### src/rtl/subAluPkg.sv
package subAluPkg;
  localparam int DATA_W = 8;
  localparam int DIGIT_W = 4;

  // strobes from control to datapath
  typedef struct packed {
    logic useBcd;   // select decimal difference and carry
    logic flagsEn;  // zero/negative/overflow are meaningful
  } aluCtrl_t;
endpackage

### src/rtl/subControl.sv
module subControl
  import subAluPkg::*;
(
  input  logic     decMode,
  output aluCtrl_t ctrl
);
  always_comb begin
    ctrl.useBcd  = decMode;
    ctrl.flagsEn = ~decMode;
  end
endmodule

### src/rtl/bcdDigitSub.sv
module bcdDigitSub #(
  parameter int DIGIT_W = 4
) (
  input  logic [DIGIT_W-1:0] aDig,
  input  logic [DIGIT_W-1:0] mDig,
  input  logic               borrowIn,
  output logic [DIGIT_W-1:0] outDig,
  output logic               borrowOut
);
  localparam logic [DIGIT_W-1:0] ADJUST = DIGIT_W'(6);

  logic [DIGIT_W:0] rawDiff;

  always_comb begin
    rawDiff   = {1'b0, aDig} - {1'b0, mDig} - {{DIGIT_W{1'b0}}, borrowIn};
    borrowOut = rawDiff[DIGIT_W];
    // a borrowed digit wrapped by 16; pull it back into the decimal range
    outDig    = borrowOut ? (rawDiff[DIGIT_W-1:0] - ADJUST) : rawDiff[DIGIT_W-1:0];
  end
endmodule

### src/rtl/subDatapath.sv
module subDatapath
  import subAluPkg::*;
#(
  parameter int DATA_W  = 8,
  parameter int DIGIT_W = 4
) (
  input  logic [DATA_W-1:0] accIn,
  input  logic [DATA_W-1:0] opIn,
  input  logic              carryIn,
  input  aluCtrl_t          ctrl,
  output logic [DATA_W-1:0] result,
  output logic              carryOut,
  output logic              zeroFlag,
  output logic              negFlag,
  output logic              ovfFlag,
  output logic              flagsValid
);
  localparam int DIGITS = DATA_W / DIGIT_W;
  localparam int MSB    = DATA_W - 1;

  // binary path: add the ones' complement of the operand plus carry
  logic [DATA_W:0]   binSum;
  logic [DATA_W-1:0] binRes;
  logic              binCarry;

  always_comb begin
    binSum   = {1'b0, accIn} + {1'b0, ~opIn} + {{DATA_W{1'b0}}, carryIn};
    binRes   = binSum[DATA_W-1:0];
    binCarry = binSum[DATA_W];
  end

  // decimal path: ripple of digit subtractors
  logic [DIGITS:0]   digBorrow;
  logic [DATA_W-1:0] bcdRes;

  assign digBorrow[0] = ~carryIn;

  for (genvar g = 0; g < DIGITS; g++) begin : gDigit
    bcdDigitSub #(.DIGIT_W(DIGIT_W)) uDigit (
      .aDig     (accIn[g*DIGIT_W +: DIGIT_W]),
      .mDig     (opIn[g*DIGIT_W +: DIGIT_W]),
      .borrowIn (digBorrow[g]),
      .outDig   (bcdRes[g*DIGIT_W +: DIGIT_W]),
      .borrowOut(digBorrow[g+1])
    );
  end

  always_comb begin
    result     = ctrl.useBcd ? bcdRes : binRes;
    carryOut   = ctrl.useBcd ? ~digBorrow[DIGITS] : binCarry;
    negFlag    = binRes[MSB];
    zeroFlag   = (binRes == '0);
    ovfFlag    = (accIn[MSB] ^ opIn[MSB]) & (accIn[MSB] ^ binRes[MSB]);
    flagsValid = ctrl.flagsEn;
  end
endmodule

### src/rtl/subBorrowAlu.sv
module subBorrowAlu
  import subAluPkg::*;
(
  input  logic [7:0] accIn,
  input  logic [7:0] opIn,
  input  logic       carryIn,
  input  logic       decMode,
  output logic [7:0] result,
  output logic       carryOut,
  output logic       zeroFlag,
  output logic       negFlag,
  output logic       ovfFlag,
  output logic       flagsValid
);
  aluCtrl_t ctrl;

  subControl uCtrl (
    .decMode(decMode),
    .ctrl   (ctrl)
  );

  subDatapath #(.DATA_W(DATA_W), .DIGIT_W(DIGIT_W)) uPath (
    .accIn     (accIn),
    .opIn      (opIn),
    .carryIn   (carryIn),
    .ctrl      (ctrl),
    .result    (result),
    .carryOut  (carryOut),
    .zeroFlag  (zeroFlag),
    .negFlag   (negFlag),
    .ovfFlag   (ovfFlag),
    .flagsValid(flagsValid)
  );
endmodule

### config.mk
export PLATFORM = sky130hd
export DESIGN_NAME = subBorrowAlu
export DESIGN_NICKNAME = d
export VERILOG_FILES = /design/src/rtl/subAluPkg.sv /design/src/rtl/subControl.sv /design/src/rtl/bcdDigitSub.sv /design/src/rtl/subDatapath.sv /design/src/rtl/subBorrowAlu.sv
export SDC_FILE = /design/constraint.sdc
export NUM_CORES = 1
export LEC_CHECK = 0
export ABC_AREA = 1
export BUFFER_PORTS_ARGS = -buffer_cell sky130_fd_sc_hd__buf_2
export CORE_MARGIN = 1.5
export CORE_UTILIZATION = 55
export DETAILED_ROUTE_END_ITERATION = 7
export PLACE_DENSITY = 0.86
export SYNTH_ARGS = -nofsm -noshare
export SYNTH_HDL_FRONTEND = slang
export SYNTH_HIERARCHICAL = 1
export SYNTH_SLANG_ARGS = --single-unit
### constraint.sdc
create_clock -name vclk -period 6.49
set_input_delay 1.298 -clock vclk [all_inputs]
set_output_delay 1.298 -clock vclk [all_outputs]
set_load 0.005 [all_outputs]
==> After elaboration in Yosys (flattened, before gate mapping) <==
Index checks and enable logic that the tools add are counted.
{ "totals": {"regBits": 0, "output_inout_bits": 13, "elab_cells": 20} }
{ "op_classes": {"n_addsub": 8, "mux": 4, "bitwise": 7, "reduce_logical": 1} }
{ "ops": {"columns": ["operator", "n"], "rows": [
  ["$sub A4 B4 Y5", 2],
  ["$sub A5 B1 Y5", 2],
  ["$add A8 B8 Y9", 1],
  ["$add A9 B1 Y9", 1],
  ["$logic_not A8 Y1", 1],
  ["$mux W4", 2],
  ["$mux W8", 1],
  ["$not A8 Y8", 1],
  ["$sub A4 B3 Y4 const B", 2],
  ["$not A1 Y1", 3],
  ["$xor A1 B1 Y1", 2],
  ["$and A1 B1 Y1", 1],
  ["$mux W1", 1]
]} }

==> Logic depth before layout (Yosys ltp) <==
Gate-level depths: netlist (run 1).
{ "depth": {"word_depth": 6, "mapped_depth": 31, "depth_no_buf": 31} }

==> Hierarchy <==
Netlist (run 1), hierarchy kept.
{ "modules_own_cells": {"columns": ["mod", "instances", "cells_each", "area_each_um2", "seq_area_each_um2"], "rows": [
  ["bcdDigitSub", 2, 57, 367.9, 0.0],
  ["subDatapath", 1, 109, 591.8, 0.0],
  ["subControl", 1, 2, 11.3, 0.0]
]} }

==> Worst setup path before layout (run 1) <==
OpenSTA, ideal clock, no wires.
{ "synth_timing": {"path_type": "input to output", "startpoint": "input carryIn", "endpoint": "output result[7]", "arrival_ns": 4.850, "setup_slack_ns": 0.342, "stages": 30, "n_path_buf": 0, "path_cell_list": "inv_1 > inv_1 > fa_1 > inv_1 > ha_1 > inv_1 > nand2_1 > fa_1 > inv_1 > nand2_2 > nand2_4 > nand3_2 > nand2_4 > inv_1 > fa_1 > inv_1 > ha_1 > inv_1 > nand2_1 > fa_1 > inv_1 > nand2_2 > nand2_1 > ha_1 > inv_1 > nand3_1 > nand2_1 > nand2_1 > nand2_1 > o21ai_1"} }
{ "synth_via": {"elab_chain_len": 6, "word_cells_on_any_way": 7, "cone_classes": "add/sub: 4; mux: 2; bitwise: 1"} }
{ "synth_lines": {"columns": ["item", "line_no", "source"], "rows": [
  ["from (decl)", "subBorrowAlu.sv:6", "input logic carryIn,"],
  ["$not A1 Y1 (*)", "subDatapath.sv:36", "assign digBorrow[0] = ~carryIn;"],
  ["$sub A5 B1 Y5 (*)", "bcdDigitSub.sv:15", "rawDiff = {1'b0, aDig} - {1'b0, mDig} - {{DIGIT_W{1'b0}}, borrowIn};"],
  ["named net uPath.digBorrow[1]", "subDatapath.sv:33", "logic [DIGITS:0] digBorrow;"],
  ["$sub A5 B1 Y5 (*)", "bcdDigitSub.sv:15", null],
  ["$sub A4 B3 Y4", "bcdDigitSub.sv:18", "outDig = borrowOut ? (rawDiff[DIGIT_W-1:0] - ADJUST) : rawDiff[DIGIT_W-1:0];"],
  ["$mux W4 (*)", "bcdDigitSub.sv:18", null],
  ["named net uPath.bcdRes[7]", "subDatapath.sv:34", "logic [DATA_W-1:0] bcdRes;"],
  ["$mux W8 (*)", "subDatapath.sv:49", "result = ctrl.useBcd ? bcdRes : binRes;"],
  ["to (decl)", "subBorrowAlu.sv:8", "output logic [7:0] result,"]
]} }
Mark *: on every way through the listed nets, which the timed path passes. The rest lies on a longest branch.

==> Final worst setup path (run 1) <==
{ "layout_timing": {"startpoint": "input carryIn", "endpoint": "output result[7]"} }
{ "layout_via": {"elab_chain_len": 6, "word_cells_on_any_way": 7, "cone_classes": "add/sub: 4; mux: 2; bitwise: 1"} }
{ "layout_lines": {"columns": ["item", "line_no"], "rows": [
  ["$not A1 Y1 (*)", "subDatapath.sv:36"],
  ["named net uPath.digBorrow[0]", "subDatapath.sv:33"],
  ["$sub A5 B1 Y5 (*)", "bcdDigitSub.sv:15"],
  ["named net uPath.digBorrow[1]", "subDatapath.sv:33"],
  ["$sub A5 B1 Y5 (*)", "bcdDigitSub.sv:15"],
  ["$sub A4 B3 Y4", "bcdDigitSub.sv:18"],
  ["$mux W4 (*)", "bcdDigitSub.sv:18"],
  ["named net uPath.bcdRes[7]", "subDatapath.sv:34"],
  ["$mux W8 (*)", "subDatapath.sv:49"]
]} }
Marked as above.

==> out/metrics.yaml, run 1 <==
clock_buffers: 0
min_path_cells: 3
track_usage_pct: 21.8
setup_viol: 0
drive_above_1_share_pct: 33.2
gp_congestion: 0.776
pre_cts_ws_ns: -0.116
core_mm2: 0.00225
areaGrowthSynthToFinish_pct: 22.4
seq_cells: 0
period_minus_slack_ns: 6.48
cp-startpoint: "carryIn"
max_freq_ghz: 0.154
cpMostUsedCell: "inv_2"
period_share_pct: 99.9
powerDensity_mw_per_mm2: 141
nets: 306
hpwl_um: 2300
max_stage_delay_ns: 0.53
cp.arrival_ns: 5.18
slew_headroom_pct: 84.7
crit_type: "in2out"
die_y_um: 52.3
seq_area_um2: 0
via_per_inst: 4.91
min-delay-start: "decMode"
yosys.area.top_type: "ha_1"
startpoint_type: "input port"
antenna_found_initial: 0
start_util_pct: 59.4
drcViolationCount: 0
stdcell_area_mm2: 0.00164
ant_nets: 0
port_buffers: 31
min_to: "flagsValid"
p_leak_uw: 0.00104
syn-num-nets: 270
die_area_mm2: 0.00274
outcome: "finished, final reports clean"
ys_seq_area_share_pct: 0
synth_area_leaders: "ha_1 20%, nand2_1 20%, inv_1 16%, fa_1 9.0%, nand3_1 6.7%"
whs_ns: 2.94
synth.avg_cell_area_um2: 5.95
grt_pass1_wl_um: 4840
place_inst: 285
syn-instance-count: 225
grt_max_degree: 13
worstMarginPinSlew_ns: 0.229
cp_slowest_cell: "fa_1"
wl_per_cell_um: 9.74
ios: 31
rows: 17
place_area_mm2: 0.00154
max-vdd-ir-drop_mv: 0.0987
rsz0062_at_grt: "true"
yosysTopAreaCellShare_pct: 19.6
slew_violations: 0
grt-ovfl-total: 0
diodes: 0
cap_viol_max_count: 0
crit_fanout: 3
drtIter0Drc: 13
synth_area_mm2: 0.00134
required_ns: 5.19
cp-end-kind: "output port"
ys_types: 25
drt-total-wl_um: 2800
crit_buf_inv: 12
ys_warn_count: 6
dr.pass1.iters: 4
hold_class: "in2out"
grt_pass1_vias: 1325
crit_family: "adder cells"
hold_viol: 0
vias: 1408
chipWidth_um: 52.3
fin_cells: 287
fin_ws_ns: 0.00960
power_uw: 231
-- routing by layer --
layer	GRT usage, %	wire (um)	vias to the layer above	part of all wire [%]
met1	24.3	1140	635	41
met2	45.6	1540	22	55
met4	2.56	21	0	0.75
met3	0.571	94	2	3.4
li1	-	-	749	-
met5	0	0	-	0
-- synthesized netlist by cell type (all sizes together) --
| cell | number |
|---|---|
| a21oi | 2 |
| a22oi | 1 |
| a31oi | 2 |
| buf | 2 |
| clkbuf | 1 |
| fa | 6 |
| ha | 21 |
| inv | 58 |
| nand2 | 84 |
| nand3 | 25 |
| nand3b | 1 |
| nand4 | 2 |
| nor2 | 11 |
| nor3 | 1 |
| o21ai | 3 |
| or2 | 1 |
| xnor2 | 1 |
| xor2 | 3 |
-- where the power goes --
part | internal, uW | leakage [uW] | switching, uW
Combinational | 99.5 | 0.00104 | 132
Sequential | 0 | 0 | 0
Clock | 0 | 0 | 0
-- logic make-up after synthesis --
family / after synthesis / synth area share [%]
compound gates: 8 / 3.64
xor+xnor: 4 / 2.62
fa+ha+maj: 27 / 28.6
buf+inv: 61 / 17.7
simple gates: 125 / 47.5
-- cell usage in the layout (no fill, tap or decap), drive strengths merged --
cell type  Yosys  routed
nand3         25      25
nand2         84      84
xnor2          1       1
xor2           3       3
a31oi          2       2
nand3b         1       1
nor3           1       1
ha            21      21
or2            1       1
nand4          2       2
nor2          11      11
o21ai          3       3
buf            2      37
a21oi          2       2
fa             6       6
a22oi          1       1
inv           58      58
-- what timing repair did --
action	CTS	global route
pin swaps	0	12
endpoints found under the setup margin	3	4
hold buffers	0	0
setup buffers	0	2
resized for setup	4	25
gates cloned	0	0
-- worst min-delay path, delay by kind of cell --
family | cells | cell delay [ns]
buffers and inverters | 3 | 0.35
-- worst max path at each step --
stage | slack (ns) | endpoint | cells after the start
2_1_floorplan | 0.34 | result[7] | 30
3_3_place_gp | -0.02 | result[7] | 32
3_5_place_dp | -0.12 | result[7] | 32
4_1_cts | 0.01 | result[7] | 32
5_1_grt | -0.21 | result[7] | 31
6_report | 0.01 | result[7] | 32
-- through the flow --
step	util (%)	TNS, ns
finish	72.7	0
global route	72.7	-0.784
CTS	69.0	0
detailed placement	68.3	-0.191
global placement	68.3	-0.0191
floorplan	-	0
-- final cells by class --
type	instances	area, um^2
Multi-Input combinational cell	164	1180
Fill cell	206	616
Inverter	58	218
Timing Repair Buffer	37	206
Tap cell	28	35.0
Note: power is estimated with default switching activity, not from simulation.
==> run 2: changes to the inputs <==
--- a/config.mk
+++ b/config.mk
@@ -10,8 +10,7 @@
 export CORE_MARGIN = 1.5
 export CORE_UTILIZATION = 55
 export DETAILED_ROUTE_END_ITERATION = 7
-export PLACE_DENSITY = 0.86
+export PLACE_DENSITY = 0.87
 export SYNTH_ARGS = -nofsm -noshare
 export SYNTH_HDL_FRONTEND = slang
-export SYNTH_HIERARCHICAL = 1
 export SYNTH_SLANG_ARGS = --single-unit
==> run 2 against run 1 <==
Combinational power decreased by 30%. Total power down 30%. Count of clock-buffer cells in the layout stayed put. Via count fell by 7.9%. Largest power group unchanged.
==> out/metrics.yaml, run 2 <==
met1Wirelength_um: 1250  # +8.9%
via_per_inst: 4.91  # +0.14%
cts_resized: 0  # -4
layout_common_cells: "57 x nand2_1, 46 x inv_1, 31 x buf_2"
synth_area_leaders: "ha_1 22%, nand2_1 18%, inv_1 14%, fa_1 8.2%, nand2_2 7.7%"
core_mm2: 0.00202  # -10%
syn-instance-count: 207  # -8.0%
ys_types: 24  # -4.0%
min_to: "result[7]"
place_area_mm2: 0.00140  # -9.1%
grt_max_degree: 11  # -2
rows: 16  # -1
slew_headroom_pct: 77.2  # -7.5 points
muxShareOfSynthArea_pct: 0  # unchanged
outcome: "finished, final reports clean"
yosysTopAreaCellShare_pct: 21.6  # +1.9 points
track_usage_pct: 21.9  # +0.059 points
powerDensity_mw_per_mm2: 115  # -18%
drt-total-wl_um: 2530  # -9.5%
cap_viol_max_count: 0  # unchanged
seq_area_um2: 0  # unchanged
synthAdderAreaFrac_pct: 29.8  # +1.2 points
p_leak_uw: 0.000894  # -14%
grt_pass1_wl_um: 4550  # -5.8%
synth-xor-area-share_pct: 2.16  # -0.46 points
grt_pass1_vias: 1166  # -12%
crit_fanout: 5  # +2
port_buffers: 31  # unchanged
dr.pass1.iters: 4  # unchanged
switchingPower_uw: 95.7  # -27%
internal_power_uw: 66.0  # -34%
swShare_pct: 59.2  # +2.3 points
dr_wl_met3_um: 87  # -7.4%
drtIter0Drc: 22  # +9
fill_cells: 196  # -4.9%
drcViolationCount: 0  # unchanged
seqPwrFrac_pct: 0  # unchanged
p_comb_share_pct: 100.0  # about the same
post-cts-setup-buffers: 0  # unchanged
rsz0062_at_grt: "false"
synthSimpleGateAreaFrac_pct: 45.2  # -2.3 points
synth_common_cells: "57 x nand2_1, 46 x inv_1, 21 x ha_1, 18 x nand3_1, 15 x nand2_2"
max-vdd-ir-drop_mv: 0.0631  # -36%
start_util_pct: 60.3  # +0.89 points
min-delay-start: "decMode"
seq_cells: 0  # unchanged
cts_hold_buf: 0  # unchanged
stdcell_area_mm2: 0.00140  # -15%
hold_viol: 0  # unchanged
met2_length_um: 1180  # -23%
whs_ns: 2.99  # +0.0554 ns
hold_class: "in2out"
setup_viol: 0  # unchanged
crit_type: "in2out"
final_common_cell: "nand2_1"
cp-end-kind: "output port"
max_freq_ghz: 0.181  # +18%
antenna_found_initial: 0  # unchanged
cp_cell_sequence: "buf_2 -> inv_1 -> fa_1 -> inv_1 -> fa_1 -> inv_1 -> nand2_1 -> nand2_2 -> nand3_2 -> nand2_4 -> fa_1 -> inv_1 -> fa_1 -> ha_1 -> inv_1 -> nand3_1 -> nand2_1 -> nand2_1 -> nand2_1 -> nand2_1 -> buf_2"
power_uw: 162  # -30%
cp_slowest_cell: "fa_1"
synth.avg_cell_area_um2: 5.89  # -1.1%
top_layer: "met4"
min_path_cells: 4  # +1
nets: 283  # -7.5%
die_y_um: 50.1  # -4.3%
startpoint_type: "input port"
synth.most_common_cell: "nand2_1"
period_minus_slack_ns: 5.51  # -0.968 ns
period_share_pct: 84.9  # -15 points
diodes: 0  # unchanged
clockPowerShare_pct: 0  # unchanged
chipWidth_um: 50.1  # -4.3%
die_area_mm2: 0.00251  # -8.5%
synth_compound_area_share_pct: 6.88  # +3.2 points
grt-ovfl-total: 0  # unchanged
areaGrowthSynthToFinish_pct: 14.9
worstMarginPinSlew_ns: 0.339  # +0.111 ns
ys_seq_area_share_pct: 0  # unchanged
yosys.area.top_type: "ha_1"
tns_ns: 0  # unchanged
clock_buffers: 0  # unchanged
ios: 31  # unchanged
vias: 1297  # -7.9%
cp.arrival_ns: 4.21  # -0.97 ns
ant_nets: 0  # unchanged
required_ns: 5.19  # about the same
drive_above_1_share_pct: 25.3  # -7.9 points
gp_congestion: 0.820  # +5.6%
ys_warn_count: 0  # -6
wl_per_cell_um: 9.58  # -1.7%
syn-num-nets: 251  # -7.0%
hpwl_um: 2240  # -2.9%
max_stage_delay_ns: 0.46  # -0.07 ns
synth_area_mm2: 0.00122  # -9.0%
slew_violations: 0  # unchanged
synth_top_family_by_area: "simple AND/OR/NAND/NOR gates"
[run 2: through the flow]
stage	utilization [%]	instances	setup WS (ns)
after floorplan	-	207	1.38
after global placement	69.2	264	1.04
after detailed placement	69.2	264	0.989
after CTS	69.2	264	0.972
after global routing	69.2	264	0.657
final	69.2	264	0.977
[run 2: worst max path at each step]
stage | start | to | slack (ns) | cells after the start
final | accIn[0] | result[7] | 0.98 | 21
after global routing | accIn[0] | result[7] | 0.66 | 22
after CTS | accIn[0] | result[7] | 0.97 | 21
after detailed placement | accIn[0] | result[7] | 0.99 | 21
after global placement | accIn[0] | result[7] | 1.04 | 21
after floorplan | accIn[0] | result[7] | 1.38 | 19
[run 2: layer usage]
metal  up-vias  track usage, %
met5         -               0
met4         0           0.926
met3         2           0.909
met2        33            40.8
met1       566            28.7
li1        696               -
[run 2: worst max-delay path, delay by kind of cell]
kind | cells | cell delay, ns
and+or+nand+nor | 9 | 0.62
buffers and inverters | 7 | 0.63
adders and majority gates | 5 | 1.64
[run 2: power groups by stage]
| stage | clock network, uW | logic [uW] | registers (uW) |
|---|---|---|---|
| global route | 0 | 186 | 0 |
| floorplan | 0 | 120 | 0 |
| detailed placement | 0 | 161 | 0 |
| finish | 0 | 162 | 0 |
| global placement | 0 | 158 | 0 |
| CTS | 0 | 162 | 0 |
[run 2: final cells by class]
class	count	area (um^2)	share of cell area [%]
repair buffers	31	155	11.1
inverters	50	188	13.4
well taps	27	33.8	2.41
multi-input cells	156	1020	73.1
[run 2: cells by family (layout without fill, tap and decap cells)]
group                    after synthesis  after routing
AO/OA/AOI/OAI                         14             14
buffers and inverters                 51             81
XOR/XNOR                               3              3
AND/OR/NAND/NOR                      113            113
adder cells (fa/ha/maj)               26             26
==> run 3: changes to the inputs <==
==> constraint.sdc (replaced) <==
create_clock -name vclk -period 5.5
set_input_delay 1.1 -clock vclk [all_inputs]
set_output_delay 1.1 -clock vclk [all_outputs]
set_load 0.005 [all_outputs]
==> run 3 against run 2 <==
Routed wire length rose by 0.71%. Die area unchanged. Design area unchanged. Core utilization unchanged. Global-route usage decreased by 0.33 points. Count of clock-buffer cells in the layout did not move. Cell count is the same. Non-clock buffer count unchanged. Sequential share of layout area unchanged. Setup slack got worse by 0.63 ns. Sequential cell count stayed put. Worst hold slack worse by 0.39 ns. Largest power group unchanged.
==> out/metrics.yaml, run 3 (synthesis gave the netlist of run 2 again) <==
outcome: "finished, final reports clean"
p_comb_share_pct: 100.0  # about the same
cap_viol_max_count: 0  # unchanged
grt_pass1_wl_um: 4460  # -2.1%
drcViolationCount: 0  # unchanged
drtIter0Drc: 27  # +23%
cts_hold_buf: 0  # unchanged
clockPowerShare_pct: 0  # unchanged
die_area_mm2: 0.00251  # unchanged
slew_headroom_pct: 80.0  # +2.8 points
post-cts-setup-buffers: 0  # unchanged
tns_ns: 0  # unchanged
seqPwrFrac_pct: 0  # unchanged
min-delay-start: "decMode"
cp-end-kind: "output port"
ant_nets: 0  # unchanged
cp_slowest_cell: "fa_1"
p_leak_uw: 0.000894  # unchanged
crit_type: "in2out"
max_freq_ghz: 0.194
vias: 1267  # -2.3%
crit_fanout: 5  # unchanged
core_mm2: 0.00202  # unchanged
rows: 16  # unchanged
period_share_pct: 93.8
final_common_cell: "nand2_1"
hpwl_um: 2320  # +3.7%
max-vdd-ir-drop_mv: 0.0760  # +20%
grt_max_degree: 11  # unchanged
track_usage_pct: 21.5  # -0.33 points
via_per_inst: 4.80  # -2.3%
seq_area_um2: 0  # unchanged
seq_cells: 0  # unchanged
cp-startpoint: "accIn[0]"
period_minus_slack_ns: 5.16
dr.pass1.iters: 4  # unchanged
cts_resized: 0  # unchanged
worstMarginPinSlew_ns: 0.297  # -0.0418 ns
drive_above_1_share_pct: 25.3  # unchanged
chipWidth_um: 50.1  # unchanged
required_ns: 4.40  # -0.79 ns
max_stage_delay_ns: 0.45  # about the same
antenna_found_initial: 0  # unchanged
multi_input_area_mm2: 0.00102  # unchanged
swShare_pct: 59.0  # -0.18 points
wl_per_cell_um: 9.65  # +0.71%
drt-total-wl_um: 2550  # +0.71%
areaGrowthSynthToFinish_pct: 14.9  # unchanged
hold_viol: 0  # unchanged
grt_pass1_vias: 1120  # -3.9%
hold_class: "in2out"
cp.arrival_ns: 4.06  # -0.15 ns
startpoint_type: "input port"
crit_family: "adder cells"
gp_congestion: 0.822  # +0.34%
fill_cells: 203  # +3.6%
grt-ovfl-total: 0  # unchanged
post-route-util_pct: 69.2  # unchanged
cp_cell_sequence: "buf_2 -> inv_1 -> fa_1 -> inv_1 -> fa_1 -> inv_1 -> nand2_1 -> nand2_2 -> nand3_2 -> nand2_4 -> fa_1 -> inv_1 -> fa_1 -> ha_1 -> inv_1 -> nand3_1 -> nand2_1 -> nand2_1 -> nand2_1 -> nand2_1 -> buf_2"
slew_violations: 0  # unchanged
switchingPower_uw: 113  # +18%
port_buffers: 31  # unchanged
powerDensity_mw_per_mm2: 136  # +18%
crit_buf_inv: 7  # unchanged
setup_viol: 0  # unchanged
nets: 283  # unchanged
die_y_um: 50.1  # unchanged
start_util_pct: 60.3  # unchanged
clock_buffers: 0  # unchanged
ios: 31  # unchanged
diodes: 0  # unchanged
layout_common_cells: "57 x nand2_1, 46 x inv_1, 31 x buf_2"
rsz0062_at_grt: "false"
internal_power_uw: 78.2  # +19%
[run 3: cell counts in the layout (fill, tap and decap cells not counted)]
No cell type changed its count.
[run 3: area by class of cell]
cell class,count,share of cell area (%)
Timing Repair Buffer,31,11.1
Inverter,50,13.4
Multi-Input combinational cell,156,73.1
Tap cell,27,2.41
[run 3: worst paths after layout]
path        end  slack, ns  cells after the start
max   result[7]       0.34                     21
min   result[3]       2.60                      4
[run 3: power groups by stage]
stage	sequential, uW	clock [uW]	combinational [uW]
2_1_floorplan	0	0	141
3_3_place_gp	0	0	187
3_5_place_dp	0	0	191
4_1_cts	0	0	192
5_1_grt	0	0	219
6_report	0	0	191
[run 3: layer usage]
metal  wire [um]  GRT usage, %  share of wire [%]  up-vias
met4           0             0                  0        0
met3         122         0.606                4.8        0
met2        1230          40.6                 48       36
li1            -             -                  -      699
met5           0             0                  0        -
met1        1200          28.5                 47      532
[run 3: stage by stage]
stage | setup WS (ns) | area, um^2 | instances | hold slack (ns) | total power (uW)
after global routing | 0.119 | 1400 | 264 | 2.63 | 219
after floorplan | 0.782 | 1220 | 207 | 2.36 | 141
after CTS | 0.331 | 1400 | 264 | 2.61 | 192
after detailed placement | 0.349 | 1400 | 264 | 2.61 | 191
final | 0.342 | 1400 | 264 | 2.60 | 191
after global placement | 0.445 | 1400 | 264 | 2.60 | 187
